File: config.mk
export PLATFORM = sky130hd
export DESIGN_NAME = fwdl_regs
export DESIGN_NICKNAME = d
export VERILOG_FILES = /design/src/rtl/fwdl_pkg.sv /design/src/rtl/fwdl_ptr.sv /design/src/rtl/fwdl_csum.sv /design/src/rtl/fwdl_boot.sv /design/src/rtl/fwdl_regs.sv
export SDC_FILE = /design/constraint.sdc
export NUM_CORES = 1
export LEC_CHECK = 0
export ABC_CLOCK_PERIOD_IN_PS = 5500
export BUFFER_PORTS_ARGS = -buffer_cell sky130_fd_sc_hd__buf_2
export CORE_MARGIN = 5
export CORE_UTILIZATION = 55
export CTS_CLUSTER_SIZE = 10
export DETAILED_ROUTE_END_ITERATION = 16
export GPL_TIMING_DRIVEN = 0
export PLACE_DENSITY_LB_ADDON = 0.25
export SKIP_CTS_REPAIR_TIMING = 1
export SYNTH_ARGS = -nofsm -noshare
export SYNTH_HDL_FRONTEND = slang
export SYNTH_SLANG_ARGS = --single-unit
File: constraint.sdc
create_clock -name clk -period 5.5 [get_ports clk]
set_input_delay 0.55 -clock clk [delete_from_list [all_inputs] [get_ports clk]]
set_output_delay 0.55 -clock clk [all_outputs]
set_load 0.01 [all_outputs]
File: src/rtl/fwdl_pkg.sv
package fwdl_pkg;
  localparam logic [15:0] REG_PTR_LO = 16'hD0F0;
  localparam logic [15:0] REG_PTR_HI = 16'hD0F1;
  localparam logic [15:0] REG_DATA   = 16'hD0F2;
  localparam logic [15:0] REG_CSUM   = 16'hD0F3;
  localparam logic [15:0] REG_BOOT   = 16'hC050;

  localparam int BIT_FATAL   = 0;
  localparam int BIT_STARTED = 4;
  localparam int BIT_LOADED  = 6;

  typedef enum logic [1:0] {
    PROG_WAIT    = 2'b01,
    PROG_BOOTING = 2'b10,
    PROG_RUNNING = 2'b11
  } prog_e;

  function automatic logic [15:0] word_bytesum(input logic [15:0] w);
    return {8'h00, w[7:0]} + {8'h00, w[15:8]};
  endfunction

  function automatic logic [15:0] boot_word(input logic fatal,
                                            input logic loaded,
                                            input logic started);
    prog_e p;
    logic [15:0] r;
    p = started ? PROG_RUNNING : (loaded ? PROG_BOOTING : PROG_WAIT);
    r = 16'h0000;
    r[BIT_FATAL]   = fatal;
    r[2:1]         = p;
    r[BIT_STARTED] = started;
    r[BIT_LOADED]  = loaded;
    return r;
  endfunction
endpackage

File: src/rtl/fwdl_ptr.sv
module fwdl_ptr (
  input  logic        clk,
  input  logic        rst_n,
  input  logic        wr_lo,
  input  logic        wr_hi,
  input  logic        adv,
  input  logic [15:0] wdata,
  output logic [31:0] ptr
);
  always_ff @(posedge clk) begin
    if (!rst_n)     ptr <= 32'h0;
    else if (wr_lo) ptr[15:0]  <= wdata;
    else if (wr_hi) ptr[31:16] <= wdata;
    else if (adv)   ptr <= ptr + 32'd2;
  end
endmodule

File: src/rtl/fwdl_csum.sv
module fwdl_csum
  import fwdl_pkg::*;
(
  input  logic        clk,
  input  logic        rst_n,
  input  logic        add,
  input  logic        clr,
  input  logic [15:0] word,
  output logic [15:0] csum
);
  always_ff @(posedge clk) begin
    if (!rst_n || clr) csum <= 16'h0;
    else if (add)      csum <= csum + word_bytesum(word);
  end
endmodule

File: src/rtl/fwdl_boot.sv
module fwdl_boot #(
  parameter int BOOT_CYCLES = 200,
  localparam int CW = $clog2(BOOT_CYCLES + 1)
) (
  input  logic clk,
  input  logic rst_n,
  input  logic load_req,
  input  logic fault,
  output logic fatal,
  output logic loaded,
  output logic started
);
  localparam logic [CW-1:0] LAST = CW'(BOOT_CYCLES - 1);
  logic [CW-1:0] cnt;

  always_ff @(posedge clk) begin
    if (!rst_n) begin
      fatal <= 1'b0; loaded <= 1'b0; started <= 1'b0; cnt <= '0;
    end else begin
      if (fault) fatal <= 1'b1;
      if (load_req) loaded <= 1'b1;
      if (loaded && !started) begin
        if (cnt == LAST) started <= 1'b1;
        else             cnt <= cnt + 1'b1;
      end
    end
  end
endmodule

File: src/rtl/fwdl_regs.sv
module fwdl_regs
  import fwdl_pkg::*;
#(
  parameter int RAM_AW      = 10,
  parameter int BOOT_CYCLES = 200
) (
  input  logic              clk,
  input  logic              rst_n,
  input  logic              reg_wr,
  input  logic              reg_rd,
  input  logic [15:0]       reg_addr,
  input  logic [15:0]       reg_wdata,
  output logic [15:0]       reg_rdata,
  input  logic              boot_fault_i,
  output logic              ram_we,
  output logic [RAM_AW-1:0] ram_addr,
  output logic [15:0]       ram_wdata,
  output logic              app_loaded_o,
  output logic              app_started_o
);
  logic wr_lo_ev, wr_hi_ev, wr_data_ev, wr_boot_ev, rd_csum_ev, load_req_ev;
  logic [31:0] ptr_q;
  logic [15:0] csum_q;
  logic fatal_q, loaded_q, started_q;

  assign wr_lo_ev    = reg_wr && (reg_addr == REG_PTR_LO);
  assign wr_hi_ev    = reg_wr && (reg_addr == REG_PTR_HI);
  assign wr_data_ev  = reg_wr && (reg_addr == REG_DATA);
  assign wr_boot_ev  = reg_wr && (reg_addr == REG_BOOT);
  assign rd_csum_ev  = reg_rd && (reg_addr == REG_CSUM);
  assign load_req_ev = wr_boot_ev && reg_wdata[BIT_LOADED];

  fwdl_ptr ptr_i (
    .clk(clk), .rst_n(rst_n), .wr_lo(wr_lo_ev), .wr_hi(wr_hi_ev),
    .adv(wr_data_ev), .wdata(reg_wdata), .ptr(ptr_q)
  );

  fwdl_csum csum_i (
    .clk(clk), .rst_n(rst_n), .add(wr_data_ev), .clr(rd_csum_ev),
    .word(reg_wdata), .csum(csum_q)
  );

  fwdl_boot #(.BOOT_CYCLES(BOOT_CYCLES)) boot_i (
    .clk(clk), .rst_n(rst_n), .load_req(load_req_ev), .fault(boot_fault_i),
    .fatal(fatal_q), .loaded(loaded_q), .started(started_q)
  );

  assign ram_we        = wr_data_ev;
  assign ram_addr      = ptr_q[RAM_AW:1];
  assign ram_wdata     = reg_wdata;
  assign app_loaded_o  = loaded_q;
  assign app_started_o = started_q;

  always_comb begin
    reg_rdata = 16'h0;
    if (reg_rd) begin
      unique case (reg_addr)
        REG_PTR_LO: reg_rdata = ptr_q[15:0];
        REG_PTR_HI: reg_rdata = ptr_q[31:16];
        REG_CSUM:   reg_rdata = csum_q;
        REG_BOOT:   reg_rdata = boot_word(fatal_q, loaded_q, started_q);
        default:    reg_rdata = 16'h0;
      endcase
    end
  end
endmodule

==> impl_metrics.py <==
metrics = {
    "finish": {
        "area_growth_pct": 16.6,
        "insertedDiodeCount": 0,
        "layout_commonest_cell": "buf_2",
        "fillers": 677,
        "drive_gt1_share_pct": 22.5,
        "final_cell_mix": "buf_2 (81), dfxtp_1 (59), nor2_1 (56)",
        "regArea_sq_um": 1180,
        "multiInputGateArea_sq_um": 2530,
        "final_nets": 676,
    },
    "synthesis": {
        "synth_cells": 527,
        "yosysTopAreaCell": "dfxtp_1",
        "synthFlopType": "dfxtp_1",
        "ys_seq_elements": 59,
        "synth-seq-area-share_pct": 28.8,
        "syn_avg_cell_area_sq_um": 7.77,
        "synth_mux_area_share_pct": 2.17,
        "syn_area_sq_um": 4100,
        "synth_xor_area_share_pct": 7.49,
        "ys_warn_count": 0,
        "synth_top_area_share_pct": 28.8,
        "ys_types": 59,
        "synth.area.top_cells": "dfxtp_1 (29%), xnor2_1 (6.6%), a21oi_1 (6.5%)",
        "synth_top_family_by_area": "simple AND/OR/NAND/NOR gates",
        "ys_async_sr_fraction_pct": 0,
        "synth_compound_area_share_pct": 20.7,
        "synth_simple_gate_area_share_pct": 24.7,
        "synth_edf_count": 0,
        "synth_fa_ha_area_share_pct": 6.78,
        "syn_nets": 585,
    },
    "cts": {
        "clock_path_buffers": 2,
        "numCtsBuffers": 9,
        "cts_root_buf": "clkbuf_8",
        "clkLatencyLatePin_ns": 0.35,
        "cts.clk_slew.worst_paths_ns": 0.06,
        "cts_tree": "done",
        "numClockSinks": 59,
        "h-tree-depth": 3,
    },
    "worst_setup_path": {
        "rr_endpoint": "csum_i.csum[11]$_SDFFE_PP0P_",
        "startpoint_type": "input port",
        "ff2ff_path_depth": 7,
        "path_buf_inv": 3,
        "max_stage_delay_ns": 0.88,
        "endpoint": "csum_i.csum[11]$_SDFFE_PP0P_",
        "endpoint_kind": "flop",
        "cp-startpoint": "reg_wdata[0]",
        "crit_chain": "buf_2 -> ha_1 -> inv_1 -> fa_1 -> inv_1 -> a21o_1 -> a21oi_1 -> xnor2_1 -> ha_1 -> and3_1 -> a2111oi_0 -> o221ai_1 -> a21oi_1 -> or4_1 -> mux2_2",
        "r2r_start": "csum_i.csum[3]$_SDFFE_PP0P_",
        "crit_family": "compound AO/OA/AOI/OAI gates",
        "arrival_ns": 4.40,
        "rrSetupSlack_ns": 2.39,
        "worst-path-stages": 15,
        "worstPathMaxFanout": 6,
        "cp_slowest_cell": "a2111oi_0",
        "path_class": "in2reg",
        "cp_data_required_time_ns": 5.74,
    },
    "timing": {
        "fin_skew_ns": 0.00599,
        "finalHoldViolCount": 0,
        "drv_slew": 0,
        "finalSetupViolCount": 0,
        "tightestPinTransition_ns": 0.979,
        "fin_crit_sh_pct": 75.6,
        "setup_ws_ns": 1.34,
        "fmax_mhz": 241,
        "setup_tns_ns": 0,
        "rsz0062_at_grt": "no",
        "fin_crit_ns": 4.16,
        "slew_headroom_pct": 33.1,
    },
    "global_route": {
        "grt_max_degree": 11,
        "first_global_vias": 4164,
        "gr-usage-all-layers_pct": 29.4,
        "antenna_found_initial": 0,
        "grt_pass1_wl_um": 20800,
        "gr-total-overflow": 0,
    },
    "routing": {
        "first_pass_iters": 8,
        "num_vias": 4406,
        "wire_per_inst_um": 18.2,
        "drtIter0Drc": 497,
        "postRouteAntennaNets": 0,
        "viasPerCell": 6.10,
        "drc": 0,
        "drt_wl_total_um": 13100,
    },
    "power": {
        "combPwrFrac_pct": 15.0,
        "clkPwrFrac_pct": 37.1,
        "peakVddDrop_uv": 127,
        "p_leak_nw": 1.82,
        "pwr-share-seq_pct": 47.9,
        "switching_share_pct": 27.6,
        "power.density_nw_per_um2": 187,
        "internal_power_w": 0.000646,
        "switchingPower_w": 0.000247,
    },
    "place": {
        "dp_slack_ns": 1.07,
        "io_buffers": 80,
        "gp_congestion": 0.933,
        "dp_hpwl_um": 10200,
    },
    "floorplan": {
        "initial_core_util_pct": 56.5,
        "row_count": 31,
        "die-area_sq_um": 9270,
        "die_w_um": 96.3,
        "die_h_um": 96.3,
        "coreArea_sq_um": 7250,
        "io_pins": 82,
    },
    "worst_hold_path": {
        "hold_class": "in2reg",
    },
    "status": {
        "status": "complete, no violations",
    },
    "flow_run": {
        "maxCapViolCount": 0,
    },
}
[registers in the layout (all words and copies together) (netlist names)]
name and flops:
ptr_i.ptr 32, boot_i.fatal 1, boot_i.loaded 1, csum_i.csum 16, boot_i.started 1, boot_i.cnt 8
[layer usage]
layer | wire length (um) | track usage [%]
met3 | 1270 | 5.94
met2 | 6380 | 49.1
met1 | 4990 | 35.7
met5 | 0 | 0
met4 | 511 | 14.8
[power by group through the flow]
stage	logic [W]	clock network, W	registers, W
floorplan	0.0000851	0	0.000437
global route	0.000148	0.000353	0.000428
finish	0.000134	0.000331	0.000428
global placement	0.000128	0	0.000438
detailed placement	0.000131	0	0.000438
CTS	0.000132	0.000335	0.000428
[worst reg2reg max path: stages (launching register included)]
cell,delay [ns]
dfxtp_1,0.42
ha_1,0.32
and3_1,0.21
a2111oi_0,0.88
o221ai_1,0.24
a21oi_1,0.44
or4_1,0.18
mux2_2,0.32
[synth_stat cells, drive strengths merged (17+ instances only)]
cell,count
clkbuf,17
o21ai,28
xnor2,31
inv,24
ha,19
nor3,26
dfxtp,59
nand2,45
a21oi,53
buf,30
nand3,18
nor2,56
[cell families (layout without fill, tap and decap cells)]
family / count (synthesis) / after routing
xor+xnor: 35 / 35
compound gates: 133 / 133
mux: 8 / 8
flops: 59 / 59
simple gates: 199 / 199
fa+ha+maj: 21 / 21
buf+inv: 72 / 168
[through the flow]
step,power [W],instances,util [%],cell area [sq um],hold WS [ns]
after floorplan,0.000523,527,-,4100,0.429
after global placement,0.000566,706,63.7,4620,0.437
after detailed placement,0.000569,706,63.7,4620,0.457
after CTS,0.000895,722,65.8,4770,0.398
after global routing,0.000929,722,65.8,4770,0.416
final,0.000893,722,65.8,4770,0.408
[final cells by class]
class	instances	share of cell area [%]
Clock buffer	13	2.91
Sequential cell	59	24.7
Timing Repair Buffer	80	8.39
Clock inverter	3	0.315
Buffer	47	6.08
Inverter	25	1.97
Multi-Input combinational cell	396	53.0
Tap cell	99	2.60
[how the worst min path moves through the flow]
stage	startpoint	endpoint	cells after the start
2_1_floorplan	ptr_i.ptr[0]$_SDFFE_PN0P_	ptr_i.ptr[0]$_SDFFE_PN0P_	2
3_3_place_gp	ptr_i.ptr[0]$_SDFFE_PN0P_	ptr_i.ptr[0]$_SDFFE_PN0P_	2
3_5_place_dp	ptr_i.ptr[0]$_SDFFE_PN0P_	ptr_i.ptr[0]$_SDFFE_PN0P_	2
4_1_cts	boot_fault_i	boot_i.fatal$_SDFFE_PN0P_	3
5_1_grt	boot_fault_i	boot_i.fatal$_SDFFE_PN0P_	3
6_report	boot_fault_i	boot_i.fatal$_SDFFE_PN0P_	3
Power figures use the tool's default switching activity.
